===== config.mk =====
export PLATFORM = sky130hd
export DESIGN_NAME = black_level_loop
export DESIGN_NICKNAME = d
export VERILOG_FILES = /design/src/rtl/bll_pkg.sv /design/src/rtl/bll_chan.sv /design/src/rtl/bll_seq.sv /design/src/rtl/black_level_loop.sv
export SDC_FILE = /design/constraint.sdc
export NUM_CORES = 1
export LEC_CHECK = 0
export BUFFER_PORTS_ARGS = -buffer_cell sky130_fd_sc_hd__buf_2
export CAP_MARGIN = 20
export CORE_UTILIZATION = 29
export DETAILED_ROUTE_END_ITERATION = 16
export SLEW_MARGIN = 20
export SYNTH_ARGS = -nofsm -noshare
export SYNTH_HDL_FRONTEND = slang
export SYNTH_SLANG_ARGS = --single-unit

===== constraint.sdc =====
create_clock -name clk -period 34.9 [get_ports clk]
set_clock_uncertainty 0.05 [all_clocks]
set_input_delay 5.235 -clock clk [delete_from_list [all_inputs] [get_ports clk]]
set_output_delay 5.235 -clock clk [all_outputs]
set_load 0.05 [all_outputs]

===== src/rtl/bll_pkg.sv =====
package bll_pkg;

    parameter int ADC_W     = 8;   // ADC sample width
    parameter int DAC_W     = 10;  // offset DAC code width
    parameter int CNT_W     = 12;  // sample counter width per group
    parameter int FRAC_W    = 2;   // DAC step = 2^-FRAC_W ADC code
    parameter int TRIM_SPAN = 64;  // trim clamp, whole ADC codes

    localparam int SUM_W   = ADC_W + CNT_W;
    localparam int ADC_MID = 1 << (ADC_W - 1);
    localparam logic [DAC_W-1:0] DAC_MAX = '1;
    localparam logic [DAC_W-1:0] DAC_MID = {1'b1, {(DAC_W-1){1'b0}}};

    typedef enum logic [1:0] {CH_RED = 2'd0, CH_GRN = 2'd1, CH_BLU = 2'd2} chan_e;
    typedef enum logic [1:0] {DIR_HOLD, DIR_UP, DIR_DOWN} dir_e;

    typedef struct packed {
        logic [SUM_W-1:0] sum;
        logic [CNT_W-1:0] cnt;
    } acc_t;

    // Target in fractional ADC units (ADC code << FRAC_W)
    function automatic int target_q(chan_e ch, logic yuv, logic [ADC_W-1:0] trim);
        int base;
        int delta;
        base  = (yuv && ch != CH_GRN) ? ADC_MID : 0;
        delta = int'(trim) - ADC_MID;
        if (delta > TRIM_SPAN)
            delta = TRIM_SPAN;
        else if (delta < -TRIM_SPAN)
            delta = -TRIM_SPAN;
        return (base + delta) * (1 << FRAC_W);
    endfunction

    // Compare mean with target without division: scale both by the count
    function automatic dir_e decide(acc_t a, int tq);
        int band;
        int err;
        band = int'(a.cnt);
        err  = int'(a.sum) * (1 << FRAC_W) - band * tq;
        if (err > band)
            return DIR_DOWN;
        if (err < -band)
            return DIR_UP;
        return DIR_HOLD;
    endfunction

endpackage


===== src/rtl/bll_chan.sv =====
module bll_chan
    import bll_pkg::*;
#(
    parameter chan_e CH = CH_RED
) (
    input  logic             clk,
    input  logic             rst,
    input  logic             restart,
    input  logic             eval,
    input  logic             loop_en,
    input  logic             bp_valid,
    input  logic             yuv,
    input  logic [ADC_W-1:0] adc,
    input  logic [ADC_W-1:0] trim,
    input  logic [DAC_W-1:0] fw_code,
    output logic [DAC_W-1:0] code,
    output logic             in_range
);

    acc_t             acc_q;
    acc_t             acc_nxt;
    dir_e             dir;
    logic [DAC_W-1:0] code_q;

    always_comb begin
        acc_nxt.sum = acc_q.sum + (bp_valid ? SUM_W'(adc) : '0);
        acc_nxt.cnt = acc_q.cnt + CNT_W'(bp_valid);
        dir         = decide(acc_nxt, target_q(CH, yuv, trim));
        in_range    = (dir == DIR_HOLD);
    end

    always_ff @(posedge clk) begin
        if (rst) begin
            acc_q  <= '0;
            code_q <= DAC_MID;
        end else begin
            if (restart || eval)
                acc_q <= '0;
            else
                acc_q <= acc_nxt;

            if (!loop_en)
                code_q <= fw_code;
            else if (eval) begin
                if (dir == DIR_UP && code_q != DAC_MAX)
                    code_q <= code_q + DAC_W'(1);
                else if (dir == DIR_DOWN && code_q != '0)
                    code_q <= code_q - DAC_W'(1);
            end
        end
    end

    assign code = code_q;

    // no movement between evaluations while the loop runs
    a_r3_code_quiet: assert property (@(posedge clk) disable iff (rst)
        (loop_en && $past(loop_en) && !$past(eval)) |-> $stable(code_q));

    // at most one step per evaluation
    a_r4_single_step: assert property (@(posedge clk) disable iff (rst)
        (loop_en && $past(loop_en)) |->
            (code_q == $past(code_q) ||
             code_q == $past(code_q) + DAC_W'(1) ||
             code_q == $past(code_q) - DAC_W'(1)));

    // the lower rail never wraps to the top
    a_r7_no_wrap: assert property (@(posedge clk) disable iff (rst)
        (loop_en && $past(loop_en) && $past(code_q) == '0) |-> code_q != DAC_MAX);

endmodule


===== src/rtl/bll_seq.sv =====
module bll_seq
    import bll_pkg::*;
#(
    parameter int LINES_LOG2 = 4,
    parameter int LOCK_N     = 4,
    parameter int CFG_W      = 25
) (
    input  logic             clk,
    input  logic             rst,
    input  logic             loop_en,
    input  logic             line_strobe,
    input  logic [CFG_W-1:0] cfg,
    input  logic             all_in_range,
    output logic             restart,
    output logic             eval,
    output logic             locked
);

    localparam int QW = $clog2(LOCK_N + 1);

    logic [CFG_W-1:0]      cfg_q;
    logic [LINES_LOG2-1:0] line_q;
    logic [QW-1:0]         quiet_q;

    assign restart = !loop_en || (cfg != cfg_q);
    assign eval    = line_strobe && (line_q == '1) && !restart;
    assign locked  = (quiet_q == QW'(LOCK_N));

    always_ff @(posedge clk) begin
        if (rst) begin
            cfg_q   <= cfg;
            line_q  <= '0;
            quiet_q <= '0;
        end else begin
            cfg_q <= cfg;
            if (restart) begin
                line_q  <= '0;
                quiet_q <= '0;
            end else begin
                if (line_strobe)
                    line_q <= line_q + LINES_LOG2'(1);
                if (eval) begin
                    if (!all_in_range)
                        quiet_q <= '0;
                    else if (quiet_q != QW'(LOCK_N))
                        quiet_q <= quiet_q + QW'(1);
                end
            end
        end
    end

    // lock is only gained at an evaluation
    a_r8_lock_on_eval: assert property (@(posedge clk) disable iff (rst)
        $rose(locked) |-> $past(eval));

    // any restart drops lock in the following clock
    a_r9_restart_unlocks: assert property (@(posedge clk) disable iff (rst)
        restart |=> !locked);

endmodule


===== src/rtl/black_level_loop.sv =====
module black_level_loop
    import bll_pkg::*;
#(
    parameter int LINES_LOG2 = 4,
    parameter int LOCK_N     = 4
) (
    input  logic             clk,
    input  logic             rst,
    input  logic             loop_en,
    input  logic             yuv_mode,
    input  logic             bp_valid,
    input  logic             line_strobe,
    input  logic [ADC_W-1:0] adc_red,
    input  logic [ADC_W-1:0] adc_grn,
    input  logic [ADC_W-1:0] adc_blu,
    input  logic [ADC_W-1:0] trim_red,
    input  logic [ADC_W-1:0] trim_grn,
    input  logic [ADC_W-1:0] trim_blu,
    input  logic [DAC_W-1:0] fw_red,
    input  logic [DAC_W-1:0] fw_grn,
    input  logic [DAC_W-1:0] fw_blu,
    output logic [DAC_W-1:0] dac_red,
    output logic [DAC_W-1:0] dac_grn,
    output logic [DAC_W-1:0] dac_blu,
    output logic             locked
);

    localparam int NCH   = 3;
    localparam int CFG_W = 1 + NCH * ADC_W;

    logic [ADC_W-1:0] adc_a  [NCH];
    logic [ADC_W-1:0] trim_a [NCH];
    logic [DAC_W-1:0] fw_a   [NCH];
    logic [DAC_W-1:0] code_a [NCH];
    logic [NCH-1:0]   ok_a;
    logic             restart;
    logic             eval;

    assign adc_a  = '{adc_red, adc_grn, adc_blu};
    assign trim_a = '{trim_red, trim_grn, trim_blu};
    assign fw_a   = '{fw_red, fw_grn, fw_blu};

    bll_seq #(
        .LINES_LOG2 (LINES_LOG2),
        .LOCK_N     (LOCK_N),
        .CFG_W      (CFG_W)
    ) u_seq (
        .clk          (clk),
        .rst          (rst),
        .loop_en      (loop_en),
        .line_strobe  (line_strobe),
        .cfg          ({yuv_mode, trim_red, trim_grn, trim_blu}),
        .all_in_range (&ok_a),
        .restart      (restart),
        .eval         (eval),
        .locked       (locked)
    );

    for (genvar gi = 0; gi < NCH; gi++) begin : g_ch
        bll_chan #(
            .CH (chan_e'(gi))
        ) u_chan (
            .clk      (clk),
            .rst      (rst),
            .restart  (restart),
            .eval     (eval),
            .loop_en  (loop_en),
            .bp_valid (bp_valid),
            .yuv      (yuv_mode),
            .adc      (adc_a[gi]),
            .trim     (trim_a[gi]),
            .fw_code  (fw_a[gi]),
            .code     (code_a[gi]),
            .in_range (ok_a[gi])
        );
    end

    assign dac_red = code_a[0];
    assign dac_grn = code_a[1];
    assign dac_blu = code_a[2];

endmodule


Yosys cells after proc, flatten, opt, wreduce, memory -nomap -nowiden
Cells that the tools add are included.

Flip-flop bits (word level): 158. Input bits: 84. Output and inout port bits: 31. Logic and storage cells: 140.

Add/sub/neg operators: 25. Multiply operators: 3. Magnitude comparators: 12. Equal/unequal tests: 18. Mux-type cells: 45. Reduce and logical (&&, ||, !) cells: 25.

Operator list (number): 30-bit 2-to-1 mux (6); 10-bit 2-to-1 mux (12); 32-bit by 13-bit greater-than comparator with 1-bit output (3); 32-bit less-than comparator (3); 12-bit negation with 32-bit output (3); 23-bit by 32-bit subtractor with 32-bit output (3); 13-bit by 30-bit multiplier with 30-bit output (3); 20-bit adder (3); 30-bit adder (2); 12-bit by 1-bit adder with 12-bit output (3); 8-bit 2-to-1 mux (4); 10-bit by 1-bit adder with 10-bit output (second input constant) (3); 10-bit != test (second input constant) (3); 10-bit nonzero test (3); 10-bit by 1-bit subtractor with 10-bit output (second input constant) (3); 9-bit by 8-bit greater-than comparator with 1-bit output (second input constant) (3); 9-bit by 7-bit less-than comparator with 1-bit output (second input constant) (3); 8-bit by 8-bit subtractor with 9-bit output (second input constant) (3); 25-bit != test (1); 2-bit 2-to-1 mux (12); 1-bit 2-to-1 mux (9); 3-bit by 1-bit != test with 1-bit output (second input constant) (3); 1-bit logical AND (8); 2-bit AND reduction (4); other kinds (15) (25).

Logic depth before layout (Yosys ltp)
Gate-level depths: netlist of run 1.

Depth after elaboration: 18. Gate-level depth with buffers: 59. Gate-level depth less buffers: 56.

Hierarchy
A second synthesis of run 1 with hierarchy kept.

Cells, all modules: 4200. Area total of the unflattened synthesis: 35093.7 sq um.

By module, submodules not included: bll_chan at g_ch[0].u_chan (times used 1, cells an instance 1487, area each 12371.9 sq um, sequential area each 840.8 sq um); bll_chan at g_ch[2].u_chan (times used 1, cells an instance 1430, area each 11926.4 sq um, sequential area each 840.8 sq um); bll_chan at g_ch[1].u_chan (times used 1, cells an instance 1167, area each 9479.1 sq um, sequential area each 840.8 sq um); bll_seq (times used 1, cells an instance 115, area each 1310.0 sq um, sequential area each 640.6 sq um); black_level_loop (times used 1, cells an instance 1, area each 6.3 sq um, sequential area each 0.0 sq um).

Worst setup path before layout of run 1
OpenSTA, ideal clock, no wires.

Path type: input to register. Start point: input port bp_valid. End point: register g_ch[0].u_chan.code_q[6]. Setup time: 0.127 ns. Arrival: 15.902 ns. Data required time: 34.723 ns. Path slack: 18.821 ns. Cell stages on the path: 56. Buffers on the path: 3. Cells stage by stage: ha_1 > ha_1 > nand2_1 > nor2_1 > xor2_1 > clkbuf_1 > nand2_1 > inv_1 > fa_1 > inv_1 > fa_1 > inv_1 > fa_1 > fa_1 > inv_1 > fa_1 > inv_1 > ha_1 > (+20 left out) > nor4_1 > o211ai_1 > a21bo_2 > and3_1 > buf_2 > o21ai_1 > buf_2 > xor2_1 > ha_1 > nor2_1 > inv_1 > a21oi_1 > o31ai_1 > a31o_1 > a21oi_2 > mux2i_1 > nor2_1 > or3b_1.

Word-level cells in the longest chain between the ends: 13. Elaborated cells between the ends (all ways): 23. Those cells by class: add/sub (4); mul (1); order compare (2); eq/ne (3); mux (10); reduce/logical (3).

RTL lines: start: declaration (line black_level_loop.sv:11) `input logic bp_valid,`; 12-bit by 1-bit adder with 12-bit output / 8-bit 2-to-1 mux (equally long branches) (line bll_chan.sv:27, bll_chan.sv:26); 13-bit by 30-bit multiplier with 30-bit output / 20-bit adder (equally long branches) (line bll_pkg.sv:40, bll_chan.sv:26); 23-bit by 32-bit subtractor with 32-bit output (line bll_pkg.sv:40) `err = int'(a.sum) * (1 << FRAC_W) - band * tq;`; 32-bit less-than comparator (line bll_pkg.sv:43) `if (err < -band)`; 1-bit 2-to-1 mux (2 in series) (line bll_pkg.sv:43); 2-bit 2-to-1 mux (line bll_pkg.sv:45) `return DIR_HOLD;`; 2-bit 2-to-1 mux (*) (line bll_pkg.sv:43); 2-bit by 1-bit equality test with 1-bit output (line bll_chan.sv:45) `if (dir == DIR_UP && code_q != DAC_MAX)`; 1-bit logical AND (line bll_chan.sv:45); 10-bit 2-to-1 mux (line bll_chan.sv:45); 10-bit 2-to-1 mux (line bll_chan.sv:44) `else if (eval) begin`; 10-bit 2-to-1 mux (line bll_chan.sv:42) `if (!loop_en)`; end signal: assignment (line bll_chan.sv:43) `code_q <= fw_code;`; end signal: assignment (line bll_chan.sv:46) `code_q <= code_q + DAC_W'(1);`; end signal: assignment (line bll_chan.sv:48) `code_q <= code_q - DAC_W'(1);`; end: declaration (line bll_chan.sv:23) `logic [DAC_W-1:0] code_q;`.

Mark *: on every way between the ends. The rest lies on a longest branch, timed or not. The select of a mux whose other input is x is not followed. A chain may end at the register's enable or synchronous reset.

Worst setup path after layout of run 1
Same ends and word-level chain as after synthesis.

==> impl_metrics.prom, run 1 <==
# TYPE chip_impl_metric gauge
chip_impl_metric{name="top_level_ports",unit=""} 115
chip_impl_metric{name="timing.max_cap.violations",unit=""} 0
chip_impl_metric{name="grtUsageMet1",unit="%"} 20.5
chip_impl_metric{name="tns",unit="ns"} 0
chip_impl_metric{name="worst-endpoint-arrival",unit="ns"} 18.24
chip_impl_metric{name="die_height",unit="um"} 345
chip_impl_info{name="status",value="completed"} 1
chip_impl_info{name="critPathLaunchType",value="primary input"} 1
chip_impl_metric{name="postCtsHoldBufs",unit=""} 0
chip_impl_metric{name="placement_rows",unit=""} 125
chip_impl_metric{name="clk-insertion-delay-late",unit="ns"} 0.47
chip_impl_metric{name="drt_pass1_iterations",unit=""} 5
chip_impl_metric{name="post_drt_wl_per_cell",unit="um"} 15.9
chip_impl_metric{name="grt_start_max_net_pins",unit=""} 61
chip_impl_info{name="most_used_flip_flop_cell_after_synthesis",value="sky130_fd_sc_hd__dfxtp_1"} 1
chip_impl_info{name="crit_top_cell",value="sky130_fd_sc_hd__ha_1"} 1
chip_impl_info{name="synth_area_leader_cell",value="sky130_fd_sc_hd__fa_1"} 1
chip_impl_metric{name="req_time_crit_path",unit="ns"} 35.20
chip_impl_metric{name="power_per_cell_area",unit="nW/um^2"} 17.6
chip_impl_metric{name="yosysTopAreaCellShare",unit="%"} 26.5
chip_impl_metric{name="drc",unit=""} 0
chip_impl_metric{name="clockBufferDepth",unit=""} 2
chip_impl_metric{name="portBuffers",unit=""} 114
chip_impl_metric{name="crit_buf_inv",unit=""} 5
chip_impl_metric{name="dp_slack",unit="ns"} 16.57
chip_impl_metric{name="hold_viol_final",unit=""} 0
chip_impl_metric{name="netlist_instances",unit=""} 4066
chip_impl_metric{name="ys_types",unit=""} 101
chip_impl_metric{name="vdd_drop_max",unit="V"} 0.0000216
chip_impl_metric{name="routability_congestion_estimate_from_global_placement",unit=""} 0.886
chip_impl_metric{name="detailroute.via_count",unit=""} 27400
chip_impl_info{name="worst_path_max_delay_cell",value="sky130_fd_sc_hd__xor2_1"} 1
chip_impl_metric{name="synth_enable_flop_cells",unit=""} 0
chip_impl_metric{name="initial_antenna_violation_count",unit=""} 9
chip_impl_metric{name="synth_area",unit="um^2"} 34100
chip_impl_metric{name="drt_wl_total",unit="mm"} 89.4
chip_impl_metric{name="relative_slew_slack",unit="%"} 24.5
chip_impl_metric{name="drt_iter0_drc",unit=""} 1624
chip_impl_metric{name="globalRouteMet2Util",unit="%"} 26.9
chip_impl_metric{name="syn-num-nets",unit=""} 5013
chip_impl_metric{name="setup_viol",unit=""} 0
chip_impl_metric{name="gr-usage-met3",unit="%"} 1.84
chip_impl_info{name="grt_setup_unrepaired",value="false"} 1
chip_impl_metric{name="flip_flop_and_latch_count_after_synthesis",unit=""} 158
chip_impl_metric{name="synth-async-reset-ratio",unit="%"} 0
chip_impl_metric{name="grt_util_all_layers",unit="%"} 15.5
chip_impl_metric{name="post_route_cells_drive_above_1_share",unit="%"} 5.64
chip_impl_metric{name="detail-route-antenna-nets",unit=""} 0
chip_impl_metric{name="via_density",unit=""} 4.86
chip_impl_metric{name="power_leakage",unit="nW"} 18.3
chip_impl_metric{name="initial_core_util",unit="%"} 29.3
chip_impl_metric{name="syn2layout_area_growth",unit="%"} 8.08
chip_impl_info{name="mostFrequentLayoutCells",value="sky130_fd_sc_hd__inv_1, sky130_fd_sc_hd__fa_1, sky130_fd_sc_hd__ha_1"} 1
chip_impl_metric{name="cts_resized",unit=""} 0
chip_impl_info{name="synth.area.top_cells",value="sky130_fd_sc_hd__fa_1, sky130_fd_sc_hd__ha_1, sky130_fd_sc_hd__dfxtp_1"} 1
chip_impl_info{name="cp-end-kind",value="register"} 1
chip_impl_metric{name="number_of_global_route_vias_before_repair",unit=""} 28200
chip_impl_metric{name="min_period",unit="ns"} 17.95
chip_impl_metric{name="global_route.overflow_total",unit=""} 0
chip_impl_info{name="worstHoldPathType",value="register to register"} 1
chip_impl_metric{name="syn-mean-instance-area",unit="um^2"} 8.38
chip_impl_info{name="worstSetupPathType",value="primary input to register"} 1
chip_impl_metric{name="timing_max_transition_violations_final",unit=""} 0
chip_impl_metric{name="fmax",unit="MHz"} 55.7
chip_impl_metric{name="yosysSeqAreaShare",unit="%"} 9.28
chip_impl_metric{name="setup_ws",unit="ns"} 16.95
chip_impl_metric{name="wire_length_of_the_first_global_routing_pass",unit="mm"} 148
chip_impl_metric{name="fp.coreArea",unit="um^2"} 116000
chip_impl_metric{name="timing.final.crit_share",unit="%"} 51.4
chip_impl_info{name="cts_root_buf",value="sky130_fd_sc_hd__clkbuf_16"} 1
chip_impl_metric{name="ctsHtreeMaxLevel",unit=""} 4
chip_impl_metric{name="design.die.area",unit="um^2"} 119000
chip_impl_info{name="most_common_cell_after_layout_fill_and_taps_aside",value="sky130_fd_sc_hd__inv_1"} 1
chip_impl_metric{name="nets",unit=""} 5047
chip_impl_metric{name="cp_slowest_stage_delay",unit="ns"} 0.82
chip_impl_metric{name="clock_pin_slew_on_the_worst_setup_and_hold_paths",unit="ns"} 0.06
chip_impl_metric{name="yosys_warnings",unit=""} 0
chip_impl_metric{name="clock_sink_count",unit=""} 158
chip_impl_info{name="tritoncts",value="yes"} 1
chip_impl_metric{name="worst-slew-pin-transition",unit="ns"} 1.12
chip_impl_metric{name="dp_hpwl",unit="mm"} 76.0
chip_impl_metric{name="tritoncts.num_buffers",unit=""} 17
chip_impl_info{name="top_usage_layer",value="met2"} 1
chip_impl_metric{name="timing.critical_path.fanout_max",unit=""} 27
chip_impl_metric{name="die_span_x",unit="um"} 345
chip_impl_info{name="path_delay_family",value="adder cells"} 1
chip_impl_metric{name="post_cts_buffers",unit=""} 0
[cell usage after synthesis, types with 43 or more instances]
master / n
sky130_fd_sc_hd__inv_1: 738
sky130_fd_sc_hd__fa_1: 451
sky130_fd_sc_hd__ha_1: 412
sky130_fd_sc_hd__nor2_1: 348
sky130_fd_sc_hd__nand2_1: 284
sky130_fd_sc_hd__xnor2_1: 206
sky130_fd_sc_hd__a21oi_1: 167
sky130_fd_sc_hd__dfxtp_1: 158
sky130_fd_sc_hd__and2_1: 151
sky130_fd_sc_hd__a21o_1: 114
sky130_fd_sc_hd__xor2_1: 109
sky130_fd_sc_hd__clkbuf_1: 91
sky130_fd_sc_hd__o21ai_0: 78
sky130_fd_sc_hd__nand3_1: 76
sky130_fd_sc_hd__and3_1: 73
sky130_fd_sc_hd__nand4_1: 53
sky130_fd_sc_hd__nor3_1: 45
sky130_fd_sc_hd__nand2b_1: 43
[power by group]
group / switching (mW) / internal (mW) / leakage, nW / total (mW)
clock: 0.0894 / 0.117 / 0.306 / 0.206
combinational: 0.153 / 0.0972 / 16.7 / 0.250
sequential: 0.00548 / 0.184 / 1.29 / 0.190
total: 0.248 / 0.398 / 18.3 / 0.647
[logic make-up after synthesis]
kind of cell / share of synthesized area, %
fa+ha+maj: 41.6
flops: 9.28
xor+xnor: 8.15
compound gates: 13.1
simple gates: 17.5
buf+inv: 9.64
mux: 0.672
[per-stage QoR]
| stage | hold slack, ns | std cells | cell area, um^2 | power, mW | utilization, % |
|---|---|---|---|---|---|
| final | 0.461 | 5639 | 36800 | 0.647 | 31.6 |
| after global routing | 0.494 | 5637 | 36800 | 0.689 | 31.6 |
| after CTS | 0.468 | 5637 | 36800 | 0.651 | 31.6 |
| after detailed placement | 0.446 | 5605 | 36200 | 0.441 | 31.1 |
| after global placement | 0.439 | 5605 | 36200 | 0.440 | 31.1 |
| after floorplan | 0.422 | 4066 | 34100 | 0.374 | - |
[tightest hold or removal path: stages, from the launching register on]
cell	delay, ns
sky130_fd_sc_hd__dfxtp_1	0.34
sky130_fd_sc_hd__xor2_1	0.07
sky130_fd_sc_hd__nor2_1	0.07
[state kept, by name, summed over array words and instances, names as in the netlist]
register / cells
g_ch.u_chan.code: 30
u_seq.quiet_q: 3
u_seq.cfg_q: 25
g_ch.u_chan.acc_q: 96
u_seq.line_q: 4
[final cells by class]
cell class                 count  area (um^2)
clock buffer                  20          457
fill                       12400        79500
timing repair buffer         128          676
clock inverter                12          156
inverter                     747         2800
antenna                        2         5.00
sequential                   158         3160
multi-input combinational   3048        27700
tap                         1524         1910
[path summary, 6_finish.rpt]
path                           start                      to  slack (ns)  cells past startpoint
max                         bp_valid  g_ch[0].u_chan.code[6]       16.95                     52
min                  u_seq.line_q[3]         u_seq.line_q[3]        0.46                      2
max reg2reg  g_ch[0].u_chan.acc_q[0]  g_ch[0].u_chan.code[6]       22.01                     45
min reg2reg          u_seq.line_q[3]         u_seq.line_q[3]        0.46                      2
[layer usage]
layer  vias to the layer above  share of wire (%)
met2                       530                 48
met1                     13500                 46
met3                        86                4.5
met4                        14                1.8
li1                      13300                  -
met5                         -              0.089
(Power assumes the default switching activity.)
==> run 2: changes to the inputs <==
==> constraint.sdc (replaced) <==
create_clock -name clk -period 17.2 [get_ports clk]
set_clock_uncertainty 0.05 [all_clocks]
set_input_delay 2.58 -clock clk [delete_from_list [all_inputs] [get_ports clk]]
set_output_delay 2.58 -clock clk [all_outputs]
set_load 0.05 [all_outputs]
==> run 2 against run 1 <==
  * Flip-flop and latch count did not move
  * Critical path depth did not move
  * Combinational power rose by 100%
  * Via count fell by 0.72%
  * Hold slack improved by 0.011 ns
  * Die area did not move
  * Register-to-register slack got worse by 18 ns
  * Setup slack got worse by 15 ns
  * Sequential share of layout area barely moved
  * Core utilization barely moved
  * Sequential power rose by 100%
  * Cell area barely moved
  * Critical path type unchanged
  * Largest power group unchanged
==> impl_metrics.prom, run 2 (synthesized netlist as in run 1, its figures left out) <==
# TYPE chip_impl_metric gauge
chip_impl_metric{name="setup_viol",unit=""} 0
chip_impl_metric{name="p_sw",unit="mW"} 0.505
chip_impl_metric{name="syn2layout_area_growth",unit="%"} 8.13
chip_impl_metric{name="clockBufferDepth",unit=""} 2
chip_impl_metric{name="flop2flop_setup_slack",unit="ns"} 4.50
chip_impl_info{name="registers.top_by_ff_count",value="g_ch.u_chan.acc_q"} 1
chip_impl_metric{name="power_leakage",unit="nW"} 18.3
chip_impl_metric{name="dp_hpwl",unit="mm"} 75.6
chip_impl_info{name="cp-end-kind",value="register"} 1
chip_impl_info{name="timing.hold.worst.start",value="u_seq.line_q[3]"} 1
chip_impl_metric{name="tns",unit="ns"} 0
chip_impl_metric{name="power.combinational.fraction",unit="%"} 38.8
chip_impl_metric{name="global_route.overflow_total",unit=""} 0
chip_impl_metric{name="post_drt_wl_per_cell",unit="um"} 15.7
chip_impl_metric{name="timing_max_transition_violations_final",unit=""} 0
chip_impl_metric{name="drt_iter0_drc",unit=""} 1542
chip_impl_metric{name="hold_slack",unit="ns"} 0.472
chip_impl_metric{name="fp.coreArea",unit="um^2"} 116000
chip_impl_metric{name="tritoncts.num_buffers",unit=""} 17
chip_impl_metric{name="top_level_ports",unit=""} 115
chip_impl_metric{name="initial_antenna_violation_count",unit=""} 12
chip_impl_metric{name="num-fill-cells",unit=""} 12400
chip_impl_metric{name="drt_wl_total",unit="mm"} 88.5
chip_impl_metric{name="vdd_drop_max",unit="V"} 0.0000551
chip_impl_info{name="worst_path_max_delay_cell",value="sky130_fd_sc_hd__xnor2_1"} 1
chip_impl_metric{name="grt_util_all_layers",unit="%"} 15.4
chip_impl_info{name="cts_root_buf",value="sky130_fd_sc_hd__clkbuf_16"} 1
chip_impl_metric{name="die_height",unit="um"} 345
chip_impl_metric{name="die_span_x",unit="um"} 345
chip_impl_metric{name="detailroute.via_count",unit=""} 27200
chip_impl_metric{name="fmax",unit="MHz"} 66.5
chip_impl_metric{name="relative_slew_slack",unit="%"} 27.2
chip_impl_metric{name="clock_sink_count",unit=""} 158
chip_impl_metric{name="flip_flop_count_of_the_largest_register_all_copies_and_words_added",unit=""} 96
chip_impl_metric{name="via_density",unit=""} 4.82
chip_impl_metric{name="wire_length_of_the_first_global_routing_pass",unit="mm"} 147
chip_impl_metric{name="req_time_crit_path",unit="ns"} 17.52
chip_impl_metric{name="ctsHtreeMaxLevel",unit=""} 4
chip_impl_metric{name="power.switching_fraction",unit="%"} 38.8
chip_impl_metric{name="drt_pass1_iterations",unit=""} 6
chip_impl_info{name="grt_setup_unrepaired",value="false"} 1
chip_impl_metric{name="worst-endpoint-arrival",unit="ns"} 15.36
chip_impl_metric{name="power_per_cell_area",unit="nW/um^2"} 35.3
chip_impl_metric{name="clk-insertion-delay-late",unit="ns"} 0.49
chip_impl_info{name="worstSetupPathType",value="primary input to register"} 1
chip_impl_metric{name="portBuffers",unit=""} 114
chip_impl_metric{name="post-layout-total-power",unit="mW"} 1.30
chip_impl_metric{name="cts_resized",unit=""} 0
chip_impl_metric{name="routability_congestion_estimate_from_global_placement",unit=""} 0.888
chip_impl_metric{name="drc",unit=""} 0
chip_impl_metric{name="ff2ff_path_depth",unit=""} 51
chip_impl_metric{name="min_period",unit="ns"} 15.04
chip_impl_metric{name="worst-slew-pin-transition",unit="ns"} 1.08
chip_impl_metric{name="design.die.area",unit="um^2"} 119000
chip_impl_info{name="tritoncts",value="yes"} 1
chip_impl_info{name="status",value="completed"} 1
chip_impl_metric{name="postCtsHoldBufs",unit=""} 0
chip_impl_metric{name="detail-route-antenna-nets",unit=""} 0
chip_impl_metric{name="initial_core_util",unit="%"} 29.3
chip_impl_info{name="most_common_cell_after_layout_fill_and_taps_aside",value="sky130_fd_sc_hd__inv_1"} 1
chip_impl_metric{name="post_route_cells_drive_above_1_share",unit="%"} 5.71
chip_impl_info{name="critPathLaunchType",value="primary input"} 1
chip_impl_metric{name="worstHoldPathCells",unit=""} 2
chip_impl_metric{name="timing.final.crit_share",unit="%"} 87.5
chip_impl_metric{name="timing.max_cap.violations",unit=""} 0
chip_impl_info{name="r2r_end",value="g_ch[0].u_chan.code[6]"} 1
chip_impl_metric{name="cp_slowest_stage_delay",unit="ns"} 0.64
chip_impl_metric{name="placement_rows",unit=""} 125
chip_impl_metric{name="hold_viol_final",unit=""} 0
chip_impl_metric{name="p_int",unit="mW"} 0.794
chip_impl_metric{name="nets",unit=""} 5050
chip_impl_metric{name="portion_of_total_power_attributed_to_the_clock_network",unit="%"} 31.6
chip_impl_info{name="timing.hold.worst_endpoint",value="u_seq.line_q[3]"} 1
chip_impl_metric{name="number_of_global_route_vias_before_repair",unit=""} 28000
chip_impl_info{name="worstHoldPathType",value="register to register"} 1
chip_impl_metric{name="power.sequential.fraction",unit="%"} 29.6
chip_impl_metric{name="clock_pin_slew_on_the_worst_setup_and_hold_paths",unit="ns"} 0.07
chip_impl_info{name="mostFrequentLayoutCells",value="sky130_fd_sc_hd__inv_1, sky130_fd_sc_hd__fa_1, sky130_fd_sc_hd__ha_1"} 1
chip_impl_metric{name="post_cts_buffers",unit=""} 0
chip_impl_metric{name="timing.critical_path.fanout_max",unit=""} 27
chip_impl_info{name="timing.rr.start",value="g_ch[0].u_chan.acc_q[0]"} 1
chip_impl_metric{name="grt_start_max_net_pins",unit=""} 61
## run 2: per-stage QoR
step | worst slack, ns | utilization [%] | area, um^2 | instances
after floorplan | 3.78 | - | 34100 | 4066
after global placement | 1.88 | 31.1 | 36200 | 5608
after detailed placement | 1.70 | 31.1 | 36200 | 5608
after CTS | 2.19 | 31.6 | 36800 | 5640
after global routing | 0.889 | 31.7 | 36800 | 5643
final | 2.16 | 31.7 | 36800 | 5644
## run 2: worst max-delay path: cells and delay by family
family / cells / cell delay, ns
xor gates and xnor gates: 4 / 1.04
and+or+nand+nor: 19 / 3.70
AOI/OAI and AO/OA: 10 / 2.11
adders and majority gates: 11 / 4.37
muxes: 1 / 0.23
buffers and inverters: 7 / 1.26
## run 2: power groups by stage
stage	registers, mW	logic [mW]	clock network (mW)
detailed placement	0.393	0.498	0
floorplan	0.406	0.354	0
CTS	0.385	0.503	0.424
global route	0.386	0.566	0.434
global placement	0.393	0.494	0
finish	0.385	0.503	0.410
## run 2: final cells by class
| class | instances | area (um^2) | share of cell area [%] |
|---|---|---|---|
| Timing Repair Buffer | 131 | 698 | 1.90 |
| Multi-Input combinational cell | 3048 | 27600 | 75.1 |
| Inverter | 747 | 2800 | 7.61 |
| Clock inverter | 14 | 170 | 0.462 |
| Tap cell | 1524 | 1910 | 5.18 |
| Antenna cell | 4 | 10.0 | 0.0272 |
| Clock buffer | 18 | 439 | 1.19 |
| Sequential cell | 158 | 3160 | 8.59 |
## run 2: how the worst max path moves through the flow
stage | start | end | cells past startpoint
6_report | bp_valid | g_ch[0].u_chan.code[6] | 52
5_1_grt | bp_valid | g_ch[0].u_chan.code[6] | 52
3_5_place_dp | bp_valid | g_ch[0].u_chan.code[6] | 52
3_3_place_gp | bp_valid | g_ch[0].u_chan.code[6] | 52
4_1_cts | bp_valid | g_ch[0].u_chan.code[6] | 52
2_1_floorplan | bp_valid | g_ch[0].u_chan.code[6] | 56
## run 2: layer usage
| metal | GRT usage (%) | share of wire [%] | routed length [um] |
|---|---|---|---|
| met5 | 0 | 0.078 | 69 |
| met4 | 4.21 | 2.1 | 1830 |
| met3 | 2.23 | 4.5 | 3990 |
| met2 | 26.5 | 48 | 42900 |
| met1 | 20.1 | 45 | 39700 |
==> run 3: changes to the inputs <==
==> constraint.sdc (replaced) <==
create_clock -name clk -period 17.16 [get_ports clk]
set_clock_uncertainty 0.05 [all_clocks]
set_input_delay 2.574 -clock clk [delete_from_list [all_inputs] [get_ports clk]]
set_output_delay 2.574 -clock clk [all_outputs]
set_load 0.05 [all_outputs]
==> run 3 against run 2 <==
  * Setup slack improved by 0.0025 ns
  * Cell count is 0.11% higher
  * Routed wire length is 0.10% higher
  * Non-clock buffer count is 1 higher
  * Core utilization about the same
  * Clock power up 4%
  * Clock-buffer cell count grew 1
  * Hold slack lost 0.0079 ns
  * Cell area up 0.14%
  * Via count up 0.48%
  * Critical endpoint unchanged
==> impl_metrics.prom, run 3 (synthesized netlist as in run 1, its figures left out) <==
# TYPE chip_impl_metric gauge
chip_impl_info{name="status",value="completed"} 1
chip_impl_metric{name="worst-slew-pin-transition",unit="ns"} 1.11
chip_impl_metric{name="clock_pin_slew_on_the_worst_setup_and_hold_paths",unit="ns"} 0.07
chip_impl_metric{name="die_height",unit="um"} 345
chip_impl_metric{name="detailroute.via_count",unit=""} 27300
chip_impl_metric{name="design.die.area",unit="um^2"} 119000
chip_impl_metric{name="postCtsHoldBufs",unit=""} 0
chip_impl_metric{name="cts_resized",unit=""} 0
chip_impl_metric{name="post_route_cells_drive_above_1_share",unit="%"} 5.78
chip_impl_metric{name="place_inst",unit=""} 5609
chip_impl_metric{name="power.sequential.fraction",unit="%"} 29.3
chip_impl_metric{name="post-layout-total-power",unit="mW"} 1.32
chip_impl_metric{name="setup_viol",unit=""} 0
chip_impl_metric{name="initial_core_util",unit="%"} 29.3
chip_impl_metric{name="top_level_ports",unit=""} 115
chip_impl_info{name="cts_root_buf",value="sky130_fd_sc_hd__clkbuf_16"} 1
chip_impl_metric{name="number_of_global_route_vias_before_repair",unit=""} 28000
chip_impl_metric{name="drt_wl_total",unit="mm"} 88.5
chip_impl_metric{name="placement_rows",unit=""} 125
chip_impl_info{name="cp-end-kind",value="register"} 1
chip_impl_info{name="most_common_cell_after_layout_fill_and_taps_aside",value="sky130_fd_sc_hd__inv_1"} 1
chip_impl_info{name="grt_setup_unrepaired",value="false"} 1
chip_impl_metric{name="hold_viol_final",unit=""} 0
chip_impl_metric{name="die_span_x",unit="um"} 345
chip_impl_metric{name="fp.coreArea",unit="um^2"} 116000
chip_impl_info{name="timing.critical_path.from",value="bp_valid"} 1
chip_impl_metric{name="power.switching_fraction",unit="%"} 38.3
chip_impl_metric{name="drc",unit=""} 0
chip_impl_info{name="worstHoldPathType",value="register to register"} 1
chip_impl_metric{name="via_density",unit=""} 4.84
chip_impl_metric{name="ctsHtreeMaxLevel",unit=""} 4
chip_impl_metric{name="initial_antenna_violation_count",unit=""} 11
chip_impl_metric{name="grt_start_max_net_pins",unit=""} 61
chip_impl_metric{name="p_int",unit="mW"} 0.812
chip_impl_metric{name="drt_pass1_iterations",unit=""} 5
chip_impl_metric{name="detail-route-antenna-nets",unit=""} 0
chip_impl_info{name="critPathLaunchType",value="primary input"} 1
chip_impl_metric{name="flip_flop_count_of_the_largest_register_all_copies_and_words_added",unit=""} 96
chip_impl_metric{name="worst-endpoint-arrival",unit="ns"} 15.31
chip_impl_metric{name="power_leakage",unit="nW"} 18.3
chip_impl_info{name="path_delay_family",value="simple AND/OR/NAND/NOR gates"} 1
chip_impl_metric{name="fin_area",unit="um^2"} 36900
chip_impl_metric{name="portion_of_total_power_attributed_to_the_clock_network",unit="%"} 32.3
chip_impl_metric{name="wire_length_of_the_first_global_routing_pass",unit="mm"} 147
chip_impl_metric{name="power.combinational.fraction",unit="%"} 38.4
chip_impl_info{name="mostFrequentLayoutCells",value="sky130_fd_sc_hd__inv_1, sky130_fd_sc_hd__fa_1, sky130_fd_sc_hd__ha_1"} 1
chip_impl_metric{name="global_route.overflow_total",unit=""} 0
chip_impl_info{name="registers.top_by_ff_count",value="g_ch.u_chan.acc_q"} 1
chip_impl_metric{name="dp_hpwl",unit="mm"} 75.7
chip_impl_metric{name="timing.critical_path.fanout_max",unit=""} 27
chip_impl_metric{name="timing_max_transition_violations_final",unit=""} 0
chip_impl_metric{name="drt_iter0_drc",unit=""} 1730
chip_impl_metric{name="timing.max_cap.violations",unit=""} 0
chip_impl_metric{name="clockBufferDepth",unit=""} 2
chip_impl_metric{name="tns",unit="ns"} 0
chip_impl_metric{name="portBuffers",unit=""} 114
chip_impl_metric{name="req_time_crit_path",unit="ns"} 17.47
chip_impl_metric{name="power_per_cell_area",unit="nW/um^2"} 35.7
chip_impl_metric{name="grt_util_all_layers",unit="%"} 15.5
chip_impl_metric{name="timing.final.crit_share",unit="%"} 87.4
chip_impl_info{name="timing.rr.start",value="g_ch[2].u_chan.acc_q[0]"} 1
chip_impl_metric{name="p_sw",unit="mW"} 0.503
chip_impl_metric{name="dpl-instance-area",unit="um^2"} 36200
chip_impl_metric{name="min_period",unit="ns"} 15.00
chip_impl_metric{name="cp_slowest_stage_delay",unit="ns"} 0.64
chip_impl_metric{name="clk-insertion-delay-late",unit="ns"} 0.48
chip_impl_metric{name="routability_congestion_estimate_from_global_placement",unit=""} 0.894
chip_impl_metric{name="fmax",unit="MHz"} 66.7
chip_impl_metric{name="crit_buf_inv",unit=""} 7
chip_impl_metric{name="tritoncts.num_buffers",unit=""} 17
chip_impl_info{name="worst_path_max_delay_cell",value="sky130_fd_sc_hd__xor2_1"} 1
chip_impl_metric{name="relative_slew_slack",unit="%"} 25.5
chip_impl_info{name="worstSetupPathType",value="primary input to register"} 1
chip_impl_metric{name="nets",unit=""} 5051
chip_impl_info{name="tritoncts",value="yes"} 1
chip_impl_metric{name="clock_sink_count",unit=""} 158
chip_impl_metric{name="vdd_drop_max",unit="V"} 0.0000501
chip_impl_metric{name="post_cts_buffers",unit=""} 0
chip_impl_metric{name="finalNonFillerCells",unit=""} 5650
chip_impl_metric{name="post_drt_wl_per_cell",unit="um"} 15.7
chip_impl_metric{name="syn2layout_area_growth",unit="%"} 8.28
chip_impl_info{name="timing.hold.worst.start",value="u_seq.line_q[3]"} 1
run 3: cell count changes in the layout (fill, tap and decap cells not counted):
| cell | delta |
|---|---|
| sky130_fd_sc_hd__buf_4 | +1 |
| sky130_fd_sc_hd__bufinv_16 | +1 |
| sky130_fd_sc_hd__a21boi_1 | -1 |
| sky130_fd_sc_hd__clkbuf_8 | +1 |
| sky130_fd_sc_hd__diode_2 | +5 |
| sky130_fd_sc_hd__inv_8 | -2 |
| sky130_fd_sc_hd__inv_6 | -3 |
| sky130_fd_sc_hd__clkinv_8 | +1 |
| sky130_fd_sc_hd__a21boi_2 | +1 |
| sky130_fd_sc_hd__o21ai_2 | +1 |
| sky130_fd_sc_hd__clkinvlp_4 | +1 |
| sky130_fd_sc_hd__clkinv_2 | +1 |
| sky130_fd_sc_hd__o21ai_1 | -1 |
run 3: path summary, 6_finish.rpt:
check | to | slack, ns | cells past startpoint
worst min register to register | u_seq.line_q[3] | 0.46 | 2
worst max-delay path | g_ch[0].u_chan.code[6] | 2.16 | 53
worst min-delay path | u_seq.line_q[3] | 0.46 | 2
worst max register to register | g_ch[2].u_chan.code[8] | 4.54 | 49
run 3: stage by stage:
stage	utilization, %	setup slack (ns)	hold slack, ns
floorplan	-	3.74	0.422
global placement	31.1	1.93	0.441
detailed placement	31.1	1.78	0.446
CTS	31.7	2.28	0.469
global route	31.7	0.880	0.515
finish	31.7	2.16	0.464
run 3: power groups by stage:
stage / clock network (mW) / logic [mW] / registers (mW)
detailed placement: 0 / 0.500 / 0.394
floorplan: 0 / 0.355 / 0.406
finish: 0.425 / 0.505 / 0.386
global placement: 0 / 0.495 / 0.394
global route: 0.447 / 0.569 / 0.387
CTS: 0.435 / 0.504 / 0.386
run 3: routing by layer:
layer	share of wire, %	track usage [%]	routed length [um]
met1	46	20.7	40400
met2	48	26.6	42800
met4	1.8	3.72	1590
met3	4.2	1.65	3730
met5	0.047	0	42
run 3: tightest hold or removal path, stage by stage, from the launching register on:
cell                      delay (ns)
sky130_fd_sc_hd__dfxtp_1        0.34
sky130_fd_sc_hd__xor2_1         0.07
sky130_fd_sc_hd__nor2_1         0.07
run 3: cell type report:
| cell class | instances | area, um^2 |
|---|---|---|
| Fill cell | 12300 | 79500 |
| Multi-Input combinational cell | 3048 | 27700 |
| Sequential cell | 158 | 3160 |
| Inverter | 747 | 2800 |
| Tap cell | 1524 | 1910 |
| Timing Repair Buffer | 132 | 706 |
| Clock buffer | 19 | 453 |
| Clock inverter | 13 | 180 |
| Antenna cell | 9 | 22.5 |
